**src/rtl/mp_pkg.sv**
```systemverilog
// Shared types for the bit-serial speculative router node.
package mp_pkg;
    // Phase of one dimension lane within the current packet.
    typedef enum logic [1:0] {
        LANE_ADDR     = 2'd0,  // address flit streaming, being compared
        LANE_STRAIGHT = 2'd1,  // mismatch seen: forward the rest straight
        LANE_BRANCH   = 2'd2   // full match: steer the rest to the branch
    } lane_phase_e;
endpackage

```
**src/rtl/mp_hdr_match.sv**
```systemverilog
// Incremental MSB-first address comparator.
// Assumes: bits arrive one per cycle while bit_vld is high, and a packet
// ends when bit_vld drops. hdr_phase is high while the lane decodes.
// full_match pulses on the last address bit when every bit matched;
// miss pulses on the first address bit that differs.
module mp_hdr_match #(
    parameter int unsigned CW    = 4,
    parameter int unsigned COORD = 0
) (
    input  logic clk,
    input  logic rst_n,
    input  logic bit_vld,
    input  logic bit_dat,
    input  logic hdr_phase,
    output logic full_match,
    output logic miss
);
    localparam int unsigned IDXW = (CW > 1) ? $clog2(CW) : 1;
    localparam logic [CW-1:0] COORD_L = CW'(COORD);
    localparam logic [IDXW-1:0] LAST_IDX = IDXW'(CW - 1);

    logic [IDXW-1:0] idx;
    logic [IDXW-1:0] sel;
    logic            bit_eq;
    logic            at_last;

    // Select the coordinate bit for the current address position (MSB first).
    always_comb begin
        sel     = LAST_IDX - idx;
        bit_eq  = (bit_dat == COORD_L[sel]);
        at_last = (idx == LAST_IDX);
    end

    // Flag the decoding outcome for the bit on the input this cycle.
    always_comb begin
        full_match = bit_vld && hdr_phase && bit_eq && at_last;
        miss       = bit_vld && hdr_phase && !bit_eq;
    end

    // Count address bits; clear at packet end or reset.
    always_ff @(posedge clk) begin
        if (!rst_n || !bit_vld) begin
            idx <= '0;
        end else if (hdr_phase && !at_last) begin
            idx <= idx + 1'b1;
        end
    end
endmodule

```
**src/rtl/mp_dead_gen.sv**
```systemverilog
// Dead-flit generator: once loaded, stays active for exactly CW cycles so
// the lane can append CW one-bits to a cancelled speculative stream.
// Assumes no reload while active (lane gap rule).
module mp_dead_gen #(
    parameter int unsigned CW = 4
) (
    input  logic clk,
    input  logic rst_n,
    input  logic load,
    output logic active
);
    localparam int unsigned CNTW = $clog2(CW + 1);
    localparam logic [CNTW-1:0] LEN = CNTW'(CW);

    logic [CNTW-1:0] remain;

    // Load the dead-flit length on a match, then count down to zero.
    always_ff @(posedge clk) begin
        if (!rst_n) begin
            remain <= '0;
        end else if (load) begin
            remain <= LEN;
        end else if (remain != '0) begin
            remain <= remain - 1'b1;
        end
    end

    // Active while bits of the dead flit remain to be sent.
    always_comb active = (remain != '0);
endmodule

```
**src/rtl/mp_lane.sv**
```systemverilog
// One dimension lane. Every input bit is forwarded speculatively to the
// straight output with one register stage. The address flit is compared
// on the fly. On a full match the straight stream is closed with a dead
// flit and the remaining bits go to the branch output, one cycle later.
// Assumes at least CW+1 idle cycles after a matched packet.
module mp_lane
    import mp_pkg::*;
#(
    parameter int unsigned CW    = 4,
    parameter int unsigned COORD = 0
) (
    input  logic clk,
    input  logic rst_n,
    input  logic in_vld,
    input  logic in_bit,
    output logic str_vld,
    output logic str_bit,
    output logic br_vld,
    output logic br_bit
);
    lane_phase_e phase, phase_nx;
    logic        full_match;
    logic        miss;
    logic        dead_on;
    logic        fwd_now;
    logic        br_now;

    mp_hdr_match #(.CW(CW), .COORD(COORD)) u_match (
        .clk        (clk),
        .rst_n      (rst_n),
        .bit_vld    (in_vld),
        .bit_dat    (in_bit),
        .hdr_phase  (phase == LANE_ADDR),
        .full_match (full_match),
        .miss       (miss)
    );

    mp_dead_gen #(.CW(CW)) u_dead (
        .clk    (clk),
        .rst_n  (rst_n),
        .load   (full_match),
        .active (dead_on)
    );

    // Next phase: packet end resets to decoding; decode outcome picks a path.
    always_comb begin
        phase_nx = phase;
        if (!in_vld) begin
            phase_nx = LANE_ADDR;
        end else if (phase == LANE_ADDR) begin
            if (miss) begin
                phase_nx = LANE_STRAIGHT;
            end else if (full_match) begin
                phase_nx = LANE_BRANCH;
            end
        end
    end

    // Hold the lane phase.
    always_ff @(posedge clk) begin
        if (!rst_n) begin
            phase <= LANE_ADDR;
        end else begin
            phase <= phase_nx;
        end
    end

    // Decide where the current input bit goes.
    always_comb begin
        fwd_now = in_vld && (phase != LANE_BRANCH);
        br_now  = in_vld && (phase == LANE_BRANCH);
    end

    // Register the straight output: forwarded bit or dead-flit one.
    always_ff @(posedge clk) begin
        if (!rst_n) begin
            str_vld <= 1'b0;
            str_bit <= 1'b0;
        end else begin
            str_vld <= fwd_now || dead_on;
            str_bit <= dead_on || (fwd_now && in_bit);
        end
    end

    // Register the branch output: bits after the matched flit.
    always_ff @(posedge clk) begin
        if (!rst_n) begin
            br_vld <= 1'b0;
            br_bit <= 1'b0;
        end else begin
            br_vld <= br_now;
            br_bit <= br_now && in_bit;
        end
    end
endmodule

```
**src/rtl/mp_node.sv**
```systemverilog
// Bit-serial speculative cut-through router node for a 2-D mesh.
// Lane 0 decodes the column flit of traffic on the column axis; its
// branch (turned traffic) merges with the row input into lane 1, which
// decodes the row flit and delivers matched payload to the local port.
// Assumes: row input and turned traffic never overlap (row input wins if
// they do); NODE_X and NODE_Y are below 2**CW-1.
module mp_node #(
    parameter int unsigned CW     = 4,
    parameter int unsigned NODE_X = 3,
    parameter int unsigned NODE_Y = 3
) (
    input  logic clk,
    input  logic rst_n,
    input  logic x_in_valid,
    input  logic x_in_bit,
    input  logic y_in_valid,
    input  logic y_in_bit,
    output logic x_out_valid,
    output logic x_out_bit,
    output logic y_out_valid,
    output logic y_out_bit,
    output logic local_valid,
    output logic local_bit
);
    localparam int unsigned NDIM = 2;

    logic [NDIM-1:0] ln_in_v, ln_in_b;
    logic [NDIM-1:0] ln_str_v, ln_str_b;
    logic [NDIM-1:0] ln_br_v, ln_br_b;

    // Feed lanes: column input to lane 0; row input or turned bits to lane 1.
    always_comb begin
        ln_in_v[0] = x_in_valid;
        ln_in_b[0] = x_in_valid && x_in_bit;
        ln_in_v[1] = y_in_valid || ln_br_v[0];
        ln_in_b[1] = y_in_valid ? y_in_bit : ln_br_b[0];
    end

    for (genvar d = 0; d < NDIM; d++) begin : g_lane
        mp_lane #(
            .CW    (CW),
            .COORD ((d == 0) ? NODE_X : NODE_Y)
        ) u_lane (
            .clk     (clk),
            .rst_n   (rst_n),
            .in_vld  (ln_in_v[d]),
            .in_bit  (ln_in_b[d]),
            .str_vld (ln_str_v[d]),
            .str_bit (ln_str_b[d]),
            .br_vld  (ln_br_v[d]),
            .br_bit  (ln_br_b[d])
        );
    end

    // Drive the node outputs from the lanes.
    always_comb begin
        x_out_valid = ln_str_v[0];
        x_out_bit   = ln_str_b[0];
        y_out_valid = ln_str_v[1];
        y_out_bit   = ln_str_b[1];
        local_valid = ln_br_v[1];
        local_bit   = ln_br_b[1];
    end
endmodule

```
**config.mk**
```make
export PLATFORM = sky130hd
export DESIGN_NAME = mp_node
export DESIGN_NICKNAME = d
export VERILOG_FILES = /design/src/rtl/mp_pkg.sv /design/src/rtl/mp_hdr_match.sv /design/src/rtl/mp_dead_gen.sv /design/src/rtl/mp_lane.sv /design/src/rtl/mp_node.sv
export SDC_FILE = /design/constraint.sdc
export NUM_CORES = 1
export LEC_CHECK = 0
export BUFFER_PORTS_ARGS = -buffer_cell sky130_fd_sc_hd__buf_2
export CAP_MARGIN = 15
export CORE_AREA = 2 2 47 49
export CTS_BUF_LIST = sky130_fd_sc_hd__clkbuf_8
export CTS_CLUSTER_DIAMETER = 40
export DETAILED_ROUTE_END_ITERATION = 12
export DIE_AREA = 0 0 49 51
export GPL_TIMING_DRIVEN = 0
export PLACE_DENSITY = 0.78
export SYNTH_ARGS = -nofsm -noshare
export SYNTH_HDL_FRONTEND = slang
export SYNTH_SLANG_ARGS = --single-unit
```
**constraint.sdc**
```tcl
create_clock -name clk -period 1.59 [get_ports clk]
set_clock_uncertainty 0.2 [all_clocks]
set_input_delay 0.0795 -clock clk [delete_from_list [all_inputs] [get_ports clk]]
set_output_delay 0.0795 -clock clk [all_outputs]
set_load 0.05 [all_outputs]
```
==> results.yml <==
run_status:
  outcome: "complete, no violations"
route:
  routedWlPerCell_um: 10.1
  viasPerCell: 4.81
  route.detailed.drc: 0
  dr.pass1.iters: 4
  dr.first_iter.drc_count: 6
  vias: 692
  antenna_left: 0
  drt_wl_total_um: 1450
timing:
  setup_slack_ps: 72.4
  slew_headroom_pct: 69.4
  fmax_ghz: 0.659
  finalCriticalPeriod_ps: 1520
  drv_slew: 0
  hold_violations: 0
  worst_pin_slew_ps: 456
  timing.final.crit_share_pct: 95.4
  finalSetupViolCount: 0
  hold_slack_ps: 27.3
  rsz0062_at_grt: "false"
floorplanning:
  core_um2: 2060
  rows: 17
  ioPinCount: 12
  die_area_um2: 2500
  fp.dieW_um: 49
  die_h_um: 51
  start_util_pct: 46.8
final_layout:
  layout_commonest_cell: "dfxtp_1"
  layout.nets: 132
  area_delta_synth_final_pct: 17.0
  most-common-layout-cells: "dfxtp_1 (22), inv_1 (12), buf_2 (11)"
  diodes: 0
  utilization_pct: 54.8
  drive_gt1_share_pct: 18.1
logic_synthesis:
  synth_top_area_cell: "dfxtp_1"
  synth.top_cell.area_share_pct: 45.6
  yosysWarnings: 0
  synth_nets: 115
  synth_top_cells_by_area: "dfxtp_1 (46%), ha_1 (10%), mux2i_1 (5.2%)"
  synth_area_per_cell_um2: 9.56
  ys_ff_latch: 22
  synthDistinctLibCells: 27
  synth_area_um2: 966
  ys_seq_area_share_pct: 45.6
  syn_inst: 101
critical_path:
  worstSetupEndpointType: "register"
  cp-start-kind: "register"
  arrival_ps: 1490
  critPathKind: "reg -> reg"
  r2r_start: "g_lane[1].u_lane.u_match.idx[1]"
  endpoint: "g_lane[1].u_lane.u_dead.remain[1]"
  rr_endpoint: "g_lane[1].u_lane.u_dead.remain[1]"
  rr_worst_depth: 4
  critPathLaunch: "g_lane[1].u_lane.u_match.idx[1]"
  cp.required_ps: 1560
  r2r_slack_ps: 70
  crit_fanout: 5
power_and_ir_drop:
  p_total_mw: 1.50
  p_per_area_nw_per_um2: 1320
  p_leak_nw: 0.510
  ir_drop_uv: 715
global_route:
  antenna_found_initial: 0
  gr-total-overflow: 0
  grtUsageTotal_pct: 13.2
  grt_max_degree: 12
  gr-usage-met3_pct: 3.80
  busiest_layer: "met2"
  grt_pass1_vias: 633
  use_met1_pct: 15.6
  grt_pass1_wl_um: 2530
  met2_usage_pct: 22.4
hold_path:
  min_path_type: "in -> reg"
  hp-start: "y_in_valid"
place:
  gp_congestion: 0.762
  hpwl_um: 1100
  io_buffers: 11
  place_worst_setup_slack_ps: -13.8
clock_network:
  ctsLongestPathBuffers: 2
  cts_setup_buffers: 0
  path_clk_slew_ps: 70
  cts_max_level: 1
  clock-sinks: 22
  root_buffer: "clkbuf_8"
  insertion_delay_ps: 250
  cts_tree: "built"
  cts_buffers: 3
run:
  drv_cap: 0
flip-flops by register name, summed over array words and instances (netlist names):
name / count
g_lane.u_lane.phase: 4
g_lane.u_lane.str_vld: 2
g_lane.u_lane.u_dead.remain: 6
g_lane.u_lane.str_bit: 2
g_lane.u_lane.br_bit: 2
g_lane.u_lane.br_vld: 2
g_lane.u_lane.u_match.idx: 4
synth_stat cells:
library cell	number
xor2_1	2
inv_1	12
nor3b_1	1
mux2_4	1
nor2_1	10
a211oi_1	3
and3b_1	1
dfxtp_1	22
clkbuf_1	1
o22ai_1	2
and3_1	2
o21ba_2	2
o21ai_0	2
mux2i_2	1
ha_1	8
nand4_1	1
nor2b_1	1
a21oi_1	7
o21ai_1	1
and2_1	1
xnor2_1	4
nand2_1	4
mux2i_1	5
buf_1	1
or3b_1	1
nand2b_1	2
nor3_1	3
layer usage:
layer  wire length [µm]  part of all wire [%]  up-vias
met2                685                    47        8
met4                 16                   1.1        0
li1                   -                     -      365
met1                700                    48      317
met3                 46                   3.2        2
met5                  0                     0        -
worst max-delay path, cell delays in order, from the launching register on:
cell      delay [ps]
dfxtp_1          350
ha_1             210
and3b_1          180
mux2_4           280
a211oi_1         220
cells by family after synthesis:
logic type      share of synthesized area (%)
fa+ha+maj                                10.4
compound gates                           10.9
buf+inv                                  5.44
mux                                      8.16
simple gates                             14.1
xor+xnor                                 5.44
flops                                    45.6
report_power, final:
group	switching, mW	internal, mW	leakage (nW)
registers	0.0343	0.628	0.180
logic	0.297	0.213	0.308
clock network	0.156	0.169	0.0216
total	0.488	1.01	0.510
how the worst min path moves through the flow:
| stage | cells past startpoint | slack (ps) | endpoint |
|---|---|---|---|
| after floorplan | 1 | 1 | g_lane[0].u_lane.br_bit |
| after global placement | 2 | 140 | g_lane[0].u_lane.br_bit |
| after detailed placement | 2 | 140 | g_lane[0].u_lane.br_bit |
| after CTS | 3 | 30 | g_lane[1].u_lane.str_vld |
| after global routing | 3 | 60 | g_lane[1].u_lane.str_vld |
| final | 3 | 30 | g_lane[1].u_lane.str_vld |
per-stage QoR:
step | cell area [µm²] | instances | TNS, ps
3_3_place_gp | 1060 | 140 | 0
2_1_floorplan | 966 | 101 | 0
3_5_place_dp | 1060 | 140 | -17.6
5_1_grt | 1130 | 144 | 0
4_1_cts | 1120 | 144 | 0
6_report | 1130 | 144 | 0
repair_timing:
| action | CTS | global route |
|---|---|---|
| cloned | 0 | 0 |
| setup endpoints to repair | 6 | 3 |
| hold endpoints to repair | 11 | 0 |
| hold buffers | 3 | 0 |
| gates resized for setup | 0 | 3 |
layout make-up:
type / count / area [µm²]
inverter: 12 / 45.0
timing repair buffer: 14 / 85.1
fill: 201 / 933
clock buffer: 3 / 41.3
tap: 28 / 35.0
multi-input combinational: 65 / 483
sequential: 22 / 440
No activity file was read; power rests on OpenSTA's default activity.
